File: src/rtl/fsp_pkg.sv
package fsp_pkg;
  typedef enum logic {
    SLOW_IDLE = 1'b0,
    SLOW_BUSY = 1'b1
  } slow_state_t;

  localparam int TRIG_CNT_W = 2;
endpackage

File: src/rtl/fsp_fast_trig.sv
module fsp_fast_trig #(
  parameter int SAMPLE_W = 16,
  parameter int CNT_W    = 32
) (
  input  logic                       clk,
  input  logic                       rst_n,
  input  logic                       smp_valid,
  input  logic signed [SAMPLE_W-1:0] fast_smp,
  input  logic signed [SAMPLE_W-1:0] fast_thr,
  input  logic                       icr_clr,
  output logic                       trig,
  output logic [CNT_W-1:0]           icr_cnt
);
  localparam logic [CNT_W-1:0] CNT_MAX = '1;

  logic armed;
  logic over;

  assign over = (fast_smp >= fast_thr);
  assign trig = smp_valid && armed && over;

  always_ff @(posedge clk or negedge rst_n) begin
    if (!rst_n) begin
      armed <= 1'b1;
    end else if (smp_valid) begin
      armed <= !over;
    end
  end

  always_ff @(posedge clk or negedge rst_n) begin
    if (!rst_n) begin
      icr_cnt <= '0;
    end else if (icr_clr) begin
      icr_cnt <= '0;
    end else if (trig && (icr_cnt != CNT_MAX)) begin
      icr_cnt <= icr_cnt + 1'b1;
    end
  end

  AST_TRIG_ONE_SHOT: assert property (@(posedge clk) disable iff (!rst_n)
    trig |=> !trig);
  AST_ICR_CLEAR: assert property (@(posedge clk) disable iff (!rst_n)
    icr_clr |=> (icr_cnt == '0));
  AST_ICR_HOLD_MAX: assert property (@(posedge clk) disable iff (!rst_n)
    (icr_cnt == CNT_MAX && !icr_clr) |=> (icr_cnt == CNT_MAX));
  AST_ICR_STEP: assert property (@(posedge clk) disable iff (!rst_n)
    !icr_clr |=> (icr_cnt == $past(icr_cnt) || icr_cnt == $past(icr_cnt) + 1'b1));
endmodule

File: src/rtl/fsp_slow_peak.sv
module fsp_slow_peak
  import fsp_pkg::*;
#(
  parameter int SAMPLE_W = 16,
  parameter int PT_W     = 8
) (
  input  logic                       clk,
  input  logic                       rst_n,
  input  logic                       smp_valid,
  input  logic signed [SAMPLE_W-1:0] slow_smp,
  input  logic signed [SAMPLE_W-1:0] slow_thr,
  input  logic [PT_W-1:0]            peak_time,
  input  logic                       fast_trig,
  output logic                       fin,
  output logic signed [SAMPLE_W-1:0] fin_peak,
  output logic                       fin_pile
);
  localparam logic [PT_W-1:0]       AGE_MAX  = '1;
  localparam logic [TRIG_CNT_W-1:0] NTRIG_MAX = '1;

  slow_state_t                state;
  logic signed [SAMPLE_W-1:0] peak;
  logic [PT_W-1:0]            age;
  logic [TRIG_CNT_W-1:0]      ntrig;
  logic                       above;
  logic                       in_win;

  assign above    = (slow_smp >= slow_thr);
  assign in_win   = (state == SLOW_IDLE) ? (peak_time != '0) : (age < peak_time);
  assign fin      = smp_valid && (state == SLOW_BUSY) && !above;
  assign fin_peak = peak;
  assign fin_pile = (ntrig >= TRIG_CNT_W'(2));

  always_ff @(posedge clk or negedge rst_n) begin
    if (!rst_n) begin
      state <= SLOW_IDLE;
      peak  <= '0;
      age   <= '0;
      ntrig <= '0;
    end else if (smp_valid) begin
      case (state)
        SLOW_IDLE: begin
          if (above) begin
            state <= SLOW_BUSY;
            peak  <= slow_smp;
            age   <= PT_W'(1);
            ntrig <= (fast_trig && in_win) ? TRIG_CNT_W'(1) : '0;
          end
        end
        default: begin
          if (above) begin
            if (slow_smp > peak) peak <= slow_smp;
            if (age != AGE_MAX) age <= age + 1'b1;
            if (fast_trig && in_win && (ntrig != NTRIG_MAX)) ntrig <= ntrig + 1'b1;
          end else begin
            state <= SLOW_IDLE;
          end
        end
      endcase
    end
  end

  AST_PEAK_HELD_IDLE_SMP: assert property (@(posedge clk) disable iff (!rst_n)
    (state == SLOW_BUSY && !smp_valid) |=> $stable(peak));
endmodule

File: src/rtl/fsp_pileup_rej.sv
module fsp_pileup_rej #(
  parameter int SAMPLE_W = 16,
  parameter int CNT_W    = 32,
  parameter int PT_W     = 8
) (
  input  logic                       clk,
  input  logic                       rst_n,
  input  logic                       smp_valid,
  input  logic signed [SAMPLE_W-1:0] fast_smp,
  input  logic signed [SAMPLE_W-1:0] slow_smp,
  input  logic signed [SAMPLE_W-1:0] fast_thr,
  input  logic signed [SAMPLE_W-1:0] slow_thr,
  input  logic [PT_W-1:0]            peak_time,
  input  logic                       pur_en,
  input  logic                       icr_clr,
  output logic                       acc_valid,
  output logic signed [SAMPLE_W-1:0] acc_peak,
  output logic                       rej_valid,
  output logic [CNT_W-1:0]           icr_cnt
);
  logic                       trig;
  logic                       fin;
  logic signed [SAMPLE_W-1:0] fin_peak;
  logic                       fin_pile;
  logic                       drop;

  fsp_fast_trig #(.SAMPLE_W(SAMPLE_W), .CNT_W(CNT_W)) u_fast (
    .clk(clk), .rst_n(rst_n), .smp_valid(smp_valid),
    .fast_smp(fast_smp), .fast_thr(fast_thr), .icr_clr(icr_clr),
    .trig(trig), .icr_cnt(icr_cnt)
  );

  fsp_slow_peak #(.SAMPLE_W(SAMPLE_W), .PT_W(PT_W)) u_slow (
    .clk(clk), .rst_n(rst_n), .smp_valid(smp_valid),
    .slow_smp(slow_smp), .slow_thr(slow_thr), .peak_time(peak_time),
    .fast_trig(trig), .fin(fin), .fin_peak(fin_peak), .fin_pile(fin_pile)
  );

  assign drop = pur_en && fin_pile;

  always_ff @(posedge clk or negedge rst_n) begin
    if (!rst_n) begin
      acc_valid <= 1'b0;
      rej_valid <= 1'b0;
      acc_peak  <= '0;
    end else begin
      acc_valid <= fin && !drop;
      rej_valid <= fin && drop;
      if (fin) acc_peak <= fin_peak;
    end
  end

  AST_ONE_RESULT: assert property (@(posedge clk) disable iff (!rst_n)
    !(acc_valid && rej_valid));
  AST_RESULT_SPACING: assert property (@(posedge clk) disable iff (!rst_n)
    (acc_valid || rej_valid) |=> !(acc_valid || rej_valid));
  AST_REJ_NEEDS_PUR: assert property (@(posedge clk) disable iff (!rst_n)
    rej_valid |-> $past(pur_en));
endmodule

File: config.mk
export PLATFORM = sky130hd
export DESIGN_NAME = fsp_pileup_rej
export DESIGN_NICKNAME = d
export VERILOG_FILES = /design/src/rtl/fsp_pkg.sv /design/src/rtl/fsp_fast_trig.sv /design/src/rtl/fsp_slow_peak.sv /design/src/rtl/fsp_pileup_rej.sv
export SDC_FILE = /design/constraint.sdc
export NUM_CORES = 1
export LEC_CHECK = 0
export ABC_AREA = 1
export BUFFER_PORTS_ARGS = -buffer_cell sky130_fd_sc_hd__buf_2
export CAP_MARGIN = 0
export CORE_MARGIN = 5
export CORE_UTILIZATION = 50
export DETAILED_ROUTE_END_ITERATION = 6
export GPL_TIMING_DRIVEN = 0
export PLACE_DENSITY = 0.81
export SYNTH_ARGS = -nofsm -noshare
export SYNTH_HDL_FRONTEND = slang
export SYNTH_SLANG_ARGS = --single-unit
File: constraint.sdc
create_clock -name clk -period 5.15 [get_ports clk]
set_input_delay 0.7725 -clock clk [delete_from_list [all_inputs] [get_ports clk]]
set_output_delay 0.7725 -clock clk [all_outputs]
set_load 0.1 [all_outputs]
==> impl_summary.txt, run 1 <==
----------------------------------------------------
[Yosys]
  Number of synthesized flops with an enable pin ... 0
  Post-synthesis area per instance ... 7.188 sq um
  YS warnings ... 0
  Leading register cell type out of synthesis ... sky130_fd_sc_hd__dfrtp_1
  Async S/R FF share, synth ... 1.000
  Post-synthesis instance area ... 0.005657 sq mm
  Most common cell in the synthesized netlist ... sky130_fd_sc_hd__nand2_1
  Area fraction of the dominant cell type after synthesis ... 0.3406
  Distinct cells, synth ... 35
  Leading post-synthesis cells by instance count ... 245 x sky130_fd_sc_hd__nand2_1, 111 x sky130_fd_sc_hd__inv_1, 77 x sky130_fd_sc_hd__dfrtp_1, 73 x sky130_fd_sc_hd__nor2_1, 59 x sky130_fd_sc_hd__ha_1
  Nets in the synthesized netlist ... 923
  Yosys top cell by area ... sky130_fd_sc_hd__dfrtp_1
  Total of flip-flops plus latches after synthesis ... 78
  Leading post-synthesis cells by cell area ... sky130_fd_sc_hd__dfrtp_1 34%, sky130_fd_sc_hd__nand2_1 16%, sky130_fd_sc_hd__ha_1 13%
  Count of mapped cells out of synthesis ... 787
  Post-synthesis sequential area ratio ... 0.3453

[Worst setup path]
  CP Launch Type ... primary input
  Reg-to-reg setup timing slack ... 2690 ps
  CP max FO ... 10
  Category of the most critical setup path ... in -> reg
  Setup crit end kind ... flop
  Data arrival at the endpoint of the critical path ... 2840 ps
  CP required ... 5360 ps

[Routing]
  Total length of routed wires ... 14,240 microns
  Drt via density ... 5.077
  1st-pass router iterations ... 6
  Violation count after the first detailed-routing iteration ... 328
  Wire length per cell after detailed routing ... 13.30 microns
  Post-route ant nets ... 0
  Number of vias after detailed routing ... 5,438
  DRC violations left ... 0

[Finish]
  Fraction of final layout cells with drive strength greater than 1 ... 0.1785
  Area overhead of the layout relative to synthesis ... 21.23%
  Total non-filler cell area in the finished layout ... 0.006858 sq mm
  Final-stage net count ... 1,061
  Non-filler instance count after layout ... 1,071

[Timing]
  Pins over their slew limit ... 0
  Highest attainable clock frequency ... 379.8 MHz
  Final worst-path cycle share ... 0.5113
  Setup_tns ... 0 ps
  Final critical delay including setup and external delays ... 2633 ps
  Fin Clk Skew ... 5.837 ps
  Unrepaired setup endpoints after global routing ... no
  Endpoints failing setup ... 0
  Rel. slew slack ... 0.6381
  Hold Violations, Final ... 0
  Worst Max-Slew Pin Slew ... 538.7 ps

[Outcome]
  Outcome ... finished clean

[Clock tree]
  Clock root cell ... sky130_fd_sc_hd__clkbuf_16
  # H-tree levels ... 3
  CTS tree ... yes
  Clock Pin Slew Worst Setup and Hold Paths ... 60 ps
  Post_cts resized ... 0
  Worst skew pair latency ... 340 ps
  Count of buffers added by post-CTS timing repair for setup ... 0
  Clock sinks ... 78
  Maximum clock path buffer count ... 2
  Number of CTS-inserted buffers ... 9
  Hold bufs inserted after CTS ... 0

[Die]
  Number of ports placed on the die boundary ... 127
  Horiz. Die Dim ... 116.4 microns
  Initial core utilization ... 0.5150
  Overall die area ... 0.01354 sq mm
  Num rows ... 38
  Area of the core region ... 0.01098 sq mm
  Chip height ... 116.4 microns

[Global routing]
  Grt total ovfl ... 0
  Maximum number of pins on one net before global-route repair ... 60
  Global-route wire length before repair ... 24,060 microns
  Via count of the first global-routing pass ... 5,376
  Initial antenna violation count ... 0
  Global-route total usage across every layer ... 0.2197

[Pwr]
  Clock share of power ... 0.285
  Net switching component of the power ... 1.212 mW
  Leakage power total ... 3.716 nW
  Maximum resistive drop on vdd ... 0.5490 mV
  PwrDens ... 398.4 mW/mm^2
  Power share of the combinational group ... 0.411
  Total internal power ... 1.520 mW
  Seq pwr share ... 0.304
  Switching Fraction ... 0.4438

[Place]
  # port buffers ... 126
  Cell area after placement ... 0.006492 sq mm
  Final HPWL DP ... 11,100 microns
  Final Wtd Congestion ... 0.9610
  Placed instance count ... 1,054

[Run]
  Number of max-cap violations ... 0

[Hold path]
  Worst min-delay path category ... in -> async

----------------------------------------------------
-- placed cells by master (no fill, tap or decap), types with 2 or more instances in the layout --
cell	count
sky130_fd_sc_hd__nand3_2	4
sky130_fd_sc_hd__nand2_2	2
sky130_fd_sc_hd__o21ai_1	12
sky130_fd_sc_hd__o21ai_0	32
sky130_fd_sc_hd__nand2_1	245
sky130_fd_sc_hd__dfrtp_1	77
sky130_fd_sc_hd__inv_1	111
sky130_fd_sc_hd__ha_1	59
sky130_fd_sc_hd__nor4_1	8
sky130_fd_sc_hd__nand3_1	34
sky130_fd_sc_hd__buf_2	129
sky130_fd_sc_hd__xnor2_1	12
sky130_fd_sc_hd__nor3_1	16
sky130_fd_sc_hd__bufinv_16	4
sky130_fd_sc_hd__a21o_1	2
sky130_fd_sc_hd__nand4_1	29
sky130_fd_sc_hd__nor3_4	2
sky130_fd_sc_hd__clkbuf_1	12
sky130_fd_sc_hd__xor2_1	13
sky130_fd_sc_hd__buf_6	4
sky130_fd_sc_hd__o21bai_1	2
sky130_fd_sc_hd__nor2_1	73
sky130_fd_sc_hd__a21oi_1	22
sky130_fd_sc_hd__clkbuf_16	9
-- registers in the layout (all words and copies together) (netlist names) --
register / flops
u_slow.state: 1
rej_valid: 1
u_fast.armed: 1
u_slow.ntrig: 2
acc_valid: 1
u_fast.icr_cnt: 32
u_slow.age: 8
acc_peak: 16
u_slow.fin_peak: 16
-- worst max-delay path: stages --
cell	delay (ps)
sky130_fd_sc_hd__buf_2	120
sky130_fd_sc_hd__ha_1	330
sky130_fd_sc_hd__nand2_1	100
sky130_fd_sc_hd__nor3_1	270
sky130_fd_sc_hd__nand2_1	110
sky130_fd_sc_hd__nand3_1	90
sky130_fd_sc_hd__nand3_2	220
sky130_fd_sc_hd__inv_1	150
sky130_fd_sc_hd__nand3_2	150
sky130_fd_sc_hd__clkbuf_1	310
sky130_fd_sc_hd__nand2_1	110
sky130_fd_sc_hd__o21ai_0	100
-- power by group through the flow --
stage | combinational, mW | sequential (mW) | clock (mW)
floorplan | 0.379 | 1.33 | 0
global placement | 1.10 | 0.835 | 0
detailed placement | 1.13 | 0.839 | 0
CTS | 1.13 | 0.830 | 0.793
global route | 1.23 | 0.846 | 0.815
finish | 1.12 | 0.831 | 0.778
-- path summary, 6_finish.rpt --
kind | start | to | cells after the start
worst max-delay path | slow_smp[15] | acc_peak[4] | 12
worst min-delay path | rst_n | u_fast.icr_cnt[13] | 1
worst max register to register | u_slow.fin_peak[5] | u_slow.fin_peak[7] | 15
worst min register to register | u_slow.fin_peak[11] | u_slow.fin_peak[11] | 2
max in group asynchronous | rst_n | u_fast.armed | 2
min in group clk | u_slow.fin_peak[11] | u_slow.fin_peak[11] | 2
-- final cells by class --
class,count,area (sq um)
fill,980,4125
multi-input combinational,577,3168
sequential,78,1953
timing repair buffer,127,660.6
inverter,113,429.2
clock buffer,10,229.0
tap,140,175.2
clock inverter,6,133.9
buffer,19,106.4
antenna,1,2.502
-- cell families (layout without fill, tap and decap cells) --
| kind of cell | after synthesis | in the layout | synth area share |
|---|---|---|---|
| and+or+nand+nor | 419 | 419 | 0.3218 |
| DFF | 78 | 78 | 0.3453 |
| buffers and inverters | 132 | 275 | 0.09467 |
| xor gates and xnor gates | 25 | 25 | 0.03871 |
| adders and majority gates | 59 | 59 | 0.1305 |
| AOI/OAI and AO/OA | 74 | 74 | 0.06901 |
| other | 0 | 1 | 0 |
-- per-layer routing --
layer / share of wire / GRT usage / up-vias / wire [microns]
met5: 0 / 0 / - / 0
met4: 0.021 / 0.07657 / 0 / 293
met3: 0.076 / 0.04197 / 26 / 1088
met2: 0.46 / 0.3703 / 176 / 6606
met1: 0.44 / 0.2828 / 2428 / 6254
li1: - / - / 2808 / -
-- stage by stage --
| stage | util | hold WS [ps] | setup slack [ps] | power (mW) |
|---|---|---|---|---|
| after global routing | 0.6242 | 329.8 | 2180 | 2.889 |
| after detailed placement | 0.5911 | 458.2 | 2173 | 1.967 |
| final | 0.6244 | 315.4 | 2517 | 2.732 |
| after floorplan | - | 441.9 | 2508 | 1.710 |
| after CTS | 0.6242 | 315.4 | 2470 | 2.756 |
| after global placement | 0.5884 | 452.8 | 2200 | 1.937 |
No activity file was read; power rests on OpenSTA's default activity.
==> run 2, diff against run 1 <==
Settings changed: PLACE_DENSITY 0.81 to 0.84.
Clock period 5.15 ns to 2.2 ns, I/O delays scaled along.
==> impl_summary.txt, run 2 (synthesis gave the netlist of run 1 again) <==
----------------------------------------------------
[Finish]
  Largest register FFs ... 32 (unchanged)
  Register area ... 0.001992 sq mm (+2.0%)
  Register with the highest flop count ... u_fast.icr_cnt
  Antenna diode count ... 0 (-1)
  Non-filler instance count after layout ... 1,080 (+0.84%)
  Fraction of final layout cells with drive strength greater than 1 ... 0.2287 (+0.05023)
  Area overhead of the layout relative to synthesis ... 24.75%
  Layout Utilization ... 0.6425 (+0.01811)
  Total non-filler cell area in the finished layout ... 0.007057 sq mm (+2.9%)
  Final-stage net count ... 1,071 (+0.94%)
  Highest-count cells in the layout ignoring fill and taps ... 243 x sky130_fd_sc_hd__nand2_1, 127 x sky130_fd_sc_hd__buf_2, 111 x sky130_fd_sc_hd__inv_1
  Footprint of the multi-input gates ... 0.003256 sq mm (+2.8%)
  Most frequent standard cell in the layout excluding fill and tap cells ... sky130_fd_sc_hd__nand2_1
  Count of filler cells inserted in the layout ... 969 (-1.1%)

[Clock tree]
  Maximum clock path buffer count ... 2 (unchanged)
  Worst skew pair latency ... 340 ps (about the same)
  Clock sinks ... 78 (unchanged)
  Number of CTS-inserted buffers ... 9 (unchanged)
  Clock root cell ... sky130_fd_sc_hd__clkbuf_16
  Clock Pin Slew Worst Setup and Hold Paths ... 60 ps (about the same)
  CTS tree ... yes
  # H-tree levels ... 3 (unchanged)

[Worst setup path]
  Delay of the slowest cell on the worst path ... 350 ps (+20 ps)
  CP Launch Type ... flop
  Cell chain of the critical path ... inv_1 -> ha_1 -> a21oi_2 -> nor2_1 -> nor3_1 -> nand2_1 -> nand2_1 -> nand2_1 -> nand2_1 -> nand3_2 -> nand2_4 -> nand3_4 -> buf_6 -> nand2_1 -> nand2_1
  Buffer and inverter count on the worst path ... 2 (-1)
  Most common cell type on the critical path ... sky130_fd_sc_hd__nand2_1
  Max stage delay cell, worst path ... sky130_fd_sc_hd__dfrtp_1
  CP required ... 2430 ps (-2930 ps)
  Setup crit end kind ... flop
  Gate family responsible for the most delay along the worst path ... simple AND/OR/NAND/NOR gates
  Category of the most critical setup path ... reg -> reg
  Data arrival at the endpoint of the critical path ... 2330 ps (-510 ps)
  CP max FO ... 10 (unchanged)

[Routing]
  Violation count after the first detailed-routing iteration ... 342 (+4.3%)
  Number of vias after detailed routing ... 5,641 (+3.7%)
  Wire length per cell after detailed routing ... 13.68 microns (+2.9%)
  DRC violations left ... 0 (unchanged)
  Drt via density ... 5.223 (+2.9%)
  Total length of routed wires ... 14,780 microns (+3.7%)
  1st-pass router iterations ... 5 (-1)
  Post-route ant nets ... 0 (unchanged)

[Die]
  Number of ports placed on the die boundary ... 127 (unchanged)
  Horiz. Die Dim ... 116.4 microns (unchanged)
  Area of the core region ... 0.01098 sq mm (unchanged)
  Initial core utilization ... 0.5150 (unchanged)
  Chip height ... 116.4 microns (unchanged)
  Overall die area ... 0.01354 sq mm (unchanged)
  Num rows ... 38 (unchanged)

[Global routing]
  Global-route wire length before repair ... 24,030 microns (-0.15%)
  Grt total ovfl ... 0 (unchanged)
  Via count of the first global-routing pass ... 5,310 (-1.2%)
  Maximum number of pins on one net before global-route repair ... 51 (-15%)
  Initial antenna violation count ... 0 (unchanged)
  Global-route total usage across every layer ... 0.2211 (+0.001394)

[Timing]
  Pins over their slew limit ... 0 (unchanged)
  Highest attainable clock frequency ... 474.5 MHz
  WHS ... 250.2 ps (-65.19 ps)
  Setup_tns ... 0 ps (unchanged)
  Slack of the critical path ... 92.61 ps (-2424 ps)
  Final critical delay including setup and external delays ... 2107 ps
  Hold Violations, Final ... 0 (unchanged)
  Endpoints failing setup ... 0 (unchanged)
  Fin Clk Skew ... 10.03 ps (+4.189 ps)
  Worst Max-Slew Pin Slew ... 531.1 ps (-7.562 ps)
  Unrepaired setup endpoints after global routing ... yes
  Final worst-path cycle share ... 0.9579
  Rel. slew slack ... 0.6459 (+0.007805)

[Pwr]
  Leakage power total ... 3.731 nW (+0.41%)
  Total power after layout ... 6.365 mW (+130%)
  PwrDens ... 902.0 mW/mm^2 (+130%)
  Maximum resistive drop on vdd ... 1.021 mV (+86%)

[Outcome]
  Outcome ... finished clean

[Place]
  Final HPWL DP ... 11,240 microns (+1.2%)
  Setup slack at placement ... -368.2 ps (-2541 ps)
  Placed instance count ... 1,054 (unchanged)
  # port buffers ... 126 (unchanged)
  Final Wtd Congestion ... 0.9652 (+0.44%)
  Cell area after placement ... 0.006531 sq mm (+0.60%)

[Hold path]
  Worst min-delay path category ... in -> reg

[Run]
  Number of max-cap violations ... 0 (unchanged)

----------------------------------------------------
run 2: worst reg2reg max path, delay by kind of cell (launching register included):
kind / cells / cell delay, ps
buffers and inverters: 2 / 220
AO/OA/AOI/OAI: 1 / 160
AND/OR/NAND/NOR: 11 / 940
adder cells (fa/ha/maj): 1 / 320
flip-flops: 1 / 350
run 2: worst paths after layout:
kind                                          from            endpoint  slack [ps]  cells past startpoint
max in group asynchronous                    rst_n        u_fast.armed        1100                      3
worst max register to register  u_slow.fin_peak[5]  u_slow.fin_peak[7]          90                     15
min in group asynchronous                    rst_n  u_fast.icr_cnt[13]         460                      2
worst min-delay path                   slow_smp[0]  u_slow.fin_peak[0]         250                      3
worst max-delay path            u_slow.fin_peak[5]  u_slow.fin_peak[7]          90                     15
worst min register to register  u_slow.fin_peak[9]  u_slow.fin_peak[9]         470                      2
run 2: report_power, final:
| part | internal (mW) | switching, mW | leakage, nW |
|---|---|---|---|
| combinational | 0.644 | 2.10 | 2.58 |
| clock | 1.03 | 0.619 | 0.159 |
| sequential | 1.76 | 0.210 | 0.990 |
run 2: routing by layer:
layer / part of all wire / global-route usage / vias up
met5: 0 / 0 / -
met4: 0.016 / 0.07657 / 0
met3: 0.079 / 0.05440 / 26
met2: 0.49 / 0.3726 / 215
met1: 0.41 / 0.2771 / 2568
li1: - / - / 2832
run 2: layout make-up:
type	count	area share
Buffer	19	0.01897
Clock buffer	10	0.03387
Clock inverter	6	0.01330
Inverter	113	0.06082
Multi-Input combinational cell	577	0.4613
Sequential cell	78	0.2823
Tap cell	140	0.02482
Timing Repair Buffer	137	0.1046
run 2: repair_timing:
action	CTS	global route
pin swaps	2	4
setup endpoints to repair	48	70
resized for setup	6	26
hold endpoints to repair	28	0
setup buffers	1	8
hold buffers	1	0
==> run 3, diff against run 2 <==
Settings changed: PLACE_DENSITY 0.84 to 0.83, SYNTH_HIERARCHICAL set to 1.
==> impl_summary.txt, run 3 <==
----------------------------------------------------
[Timing]
  Final worst-path cycle share ... 0.9746 (+0.01669)
  Unrepaired setup endpoints after global routing ... yes
  Final critical delay including setup and external delays ... 2144 ps (+36.71 ps)
  Rel. slew slack ... 0.6322 (-0.01366)
  Endpoints failing setup ... 0 (unchanged)
  Worst Max-Slew Pin Slew ... 551.6 ps (+20.49 ps)
  Highest attainable clock frequency ... 466.4 MHz (-1.7%)
  Pins over their slew limit ... 0 (unchanged)
  Setup_tns ... 0 ps (unchanged)
  Fin Clk Skew ... 7.156 ps (-2.870 ps)
  Hold Violations, Final ... 0 (unchanged)

[Worst setup path]
  Setup crit end kind ... flop
  CP max FO ... 3 (-7)
  Gate family responsible for the most delay along the worst path ... simple AND/OR/NAND/NOR gates
  Category of the most critical setup path ... in -> reg
  Max stage delay cell, worst path ... sky130_fd_sc_hd__ha_4
  CP required ... 2430 ps (about the same)
  Buffer and inverter count on the worst path ... 3 (+1)
  Delay of the slowest cell on the worst path ... 270 ps (-80 ps)
  Data arrival at the endpoint of the critical path ... 2380 ps (+50 ps)
  Cell chain of the critical path ... buf_8 -> inv_12 -> ha_4 -> nand2_4 -> nor2_4 -> nand2_2 -> nor2_2 -> nand2_1 -> nand3_1 -> nand2_1 -> nand3_2 -> nand2_2 -> clkinv_4 -> nor3b_4 -> nand3_1 -> nor2_1 -> nand2_1 -> a21oi_2 -> nand2_1 -> nand2_1 -> nand2_1
  CP Launch Type ... primary input
  Most common cell type on the critical path ... sky130_fd_sc_hd__nand2_1

[Clock tree]
  Number of CTS-inserted buffers ... 9 (unchanged)
  Clock Pin Slew Worst Setup and Hold Paths ... 60 ps (about the same)
  Clock sinks ... 78 (unchanged)
  Worst skew pair latency ... 340 ps (about the same)
  CTS tree ... yes
  Clock root cell ... sky130_fd_sc_hd__clkbuf_16
  Maximum clock path buffer count ... 2 (unchanged)
  # H-tree levels ... 3 (unchanged)

[Pwr]
  Maximum resistive drop on vdd ... 0.6161 mV (-40%)
  Switching Fraction ... 0.4727 (+0.01216)
  Total internal power ... 3.301 mW (-3.9%)
  Leakage power total ... 3.988 nW (+6.9%)
  Net switching component of the power ... 2.959 mW (+0.93%)
  Power share of the combinational group ... 0.455 (+0.024)
  Clock share of power ... 0.225 (-0.034)
  Seq pwr share ... 0.320 (+0.011)
  PwrDens ... 845.9 mW/mm^2 (-6.2%)

[Routing]
  Wire length per cell after detailed routing ... 13.49 microns (-1.4%)
  Violation count after the first detailed-routing iteration ... 505 (+48%)
  Drt via density ... 5.252 (+0.54%)
  Post-route ant nets ... 0 (unchanged)
  DRC violations left ... 0 (unchanged)
  1st-pass router iterations ... 6 (+1)
  Number of vias after detailed routing ... 5,887 (+4.4%)
  Total length of routed wires ... 15,120 microns (+2.3%)

[Yosys]
  Leading post-synthesis cells by instance count ... 255 x sky130_fd_sc_hd__nand2_1, 105 x sky130_fd_sc_hd__inv_1, 77 x sky130_fd_sc_hd__dfrtp_1, 73 x sky130_fd_sc_hd__nor2_1, 64 x sky130_fd_sc_hd__nand3_1
  Area fraction of the dominant cell type after synthesis ... 0.3263 (-0.01429)
  Count of mapped cells out of synthesis ... 821 (+4.3%)
  Post-synthesis sequential area ratio ... 0.3308 (-0.01449)
  Post-synthesis area per instance ... 7.192 sq um (about the same)
  Async S/R FF share, synth ... 1.000 (unchanged)
  Leading post-synthesis cells by cell area ... sky130_fd_sc_hd__dfrtp_1 33%, sky130_fd_sc_hd__nand2_1 16%, sky130_fd_sc_hd__ha_1 13%
  YS warnings ... 6 (+6)
  Number of synthesized flops with an enable pin ... 0 (unchanged)
  Distinct cells, synth ... 41 (+17%)
  Most common cell in the synthesized netlist ... sky130_fd_sc_hd__nand2_1
  Post-synthesis instance area ... 0.005904 sq mm (+4.4%)
  Total of flip-flops plus latches after synthesis ... 78 (unchanged)
  Yosys top cell by area ... sky130_fd_sc_hd__dfrtp_1
  Leading register cell type out of synthesis ... sky130_fd_sc_hd__dfrtp_1
  Nets in the synthesized netlist ... 957 (+3.7%)

[Finish]
  Total non-filler cell area in the finished layout ... 0.007400 sq mm (+4.9%)
  Non-filler instance count after layout ... 1,121 (+3.8%)
  Register with the highest flop count ... u_fast/icr_cnt
  Layout Utilization ... 0.6425 (about the same)
  Count of filler cells inserted in the layout ... 1,016 (+4.9%)
  Most frequent standard cell in the layout excluding fill and tap cells ... sky130_fd_sc_hd__nand2_1
  Fraction of final layout cells with drive strength greater than 1 ... 0.2761 (+0.04735)
  Antenna diode count ... 0 (unchanged)
  Final-stage net count ... 1,109 (+3.5%)
  Highest-count cells in the layout ignoring fill and taps ... 249 x sky130_fd_sc_hd__nand2_1, 128 x sky130_fd_sc_hd__buf_2, 97 x sky130_fd_sc_hd__inv_1
  Area overhead of the layout relative to synthesis ... 25.32%
  Largest register FFs ... 32 (unchanged)

[Place]
  Final Wtd Congestion ... 0.9382 (-2.8%)
  Cell area after placement ... 0.006937 sq mm (+6.2%)
  # port buffers ... 126 (unchanged)
  Final HPWL DP ... 11,640 microns (+3.5%)
  Placed instance count ... 1,091 (+3.5%)

[Outcome]
  Outcome ... finished clean

[Die]
  Area of the core region ... 0.01152 sq mm (+4.9%)
  Horiz. Die Dim ... 118.7 microns (+2.0%)
  Overall die area ... 0.01408 sq mm (+4.0%)
  Number of ports placed on the die boundary ... 127 (unchanged)
  Num rows ... 39 (+2.6%)
  Initial core utilization ... 0.5127 (-0.002326)
  Chip height ... 118.7 microns (+2.0%)

[Global routing]
  Grt total ovfl ... 0 (unchanged)
  Via count of the first global-routing pass ... 5,520 (+4.0%)
  Maximum number of pins on one net before global-route repair ... 41 (-20%)
  Initial antenna violation count ... 0 (unchanged)
  Global-route total usage across every layer ... 0.2141 (-0.007011)
  Global-route wire length before repair ... 25,260 microns (+5.1%)

[Hold path]
  Worst min-delay path category ... in -> reg

[Run]
  Number of max-cap violations ... 0 (unchanged)

----------------------------------------------------
run 3: area by class of cell:
cell class	instances	area (sq um)	share of cell area
Timing Repair Buffer	141	770.7	0.1042
Multi-Input combinational cell	608	3558	0.4809
Clock buffer	13	260.3	0.03517
Clock inverter	3	20.02	0.002705
Buffer	22	158.9	0.02147
Inverter	113	461.7	0.06239
Sequential cell	78	1991	0.2690
Tap cell	143	178.9	0.02418
run 3: what timing repair did:
| item | CTS | global route |
|---|---|---|
| setup endpoints to repair | 3 | 53 |
| hold endpoints to repair | 39 | 0 |
| hold buffers | 1 | 0 |
| setup buffers | 1 | 12 |
| pin swaps | 2 | 16 |
| gates resized for setup | 5 | 16 |
run 3: final timing paths:
check / from / endpoint / slack (ps) / cells after the start
setup / recovery: fast_thr[15] / u_slow/ntrig[1] / 60 / 21
hold / removal: pur_en / acc_valid / 180 / 2
setup reg to reg: u_fast/icr_cnt[0] / u_fast/icr_cnt[6] / 120 / 13
hold reg to reg: acc_peak[10] / acc_peak[10] / 460 / 2
max in group asynchronous: rst_n / u_fast/armed / 1040 / 3
min in group asynchronous: rst_n / u_fast/icr_cnt[10] / 510 / 2
run 3: power groups by stage:
stage	Sequential [mW]	Combinational (mW)	Clock, mW
3_5_place_dp	2.03	2.76	0
3_3_place_gp	2.02	2.70	0
5_1_grt	2.05	3.09	1.51
6_report	2.00	2.85	1.41
4_1_cts	2.01	2.79	1.44
2_1_floorplan	3.16	1.02	0
run 3: stage by stage:
step	setup WS (ps)	hold slack, ps	total power, mW
final	55.89	179.2	6.259
after global routing	-108.4	176.5	6.649
after CTS	6.357	170.7	6.231
after detailed placement	-489.1	337.8	4.787
after global placement	-456.8	450.4	4.725
after floorplan	-5.540	34.41	4.179
run 3: cell families (layout without fill, tap and decap cells):
| group | Yosys count | in the layout | share of synthesized area |
|---|---|---|---|
| flops | 78 | 78 | 0.3308 |
| buf+inv | 135 | 292 | 0.09854 |
| compound gates | 53 | 53 | 0.04959 |
| fa+ha+maj | 59 | 59 | 0.1250 |
| simple gates | 475 | 475 | 0.3649 |
| xor+xnor | 21 | 21 | 0.03115 |
run 3: worst register-to-register path: cells and delay by family (launching register included):
kind                       cells  cell delay [ps]
buffers and inverters          2              280
adders and majority gates      1              150
DFF                            1              450
and+or+nand+nor               10             1090
run 3: metal layers:
metal | global-route usage | wire, microns
met3 | 0.03534 | 815
met1 | 0.2663 | 6369
met5 | 0 | 0
met4 | 0.07531 | 327
met2 | 0.3755 | 7608
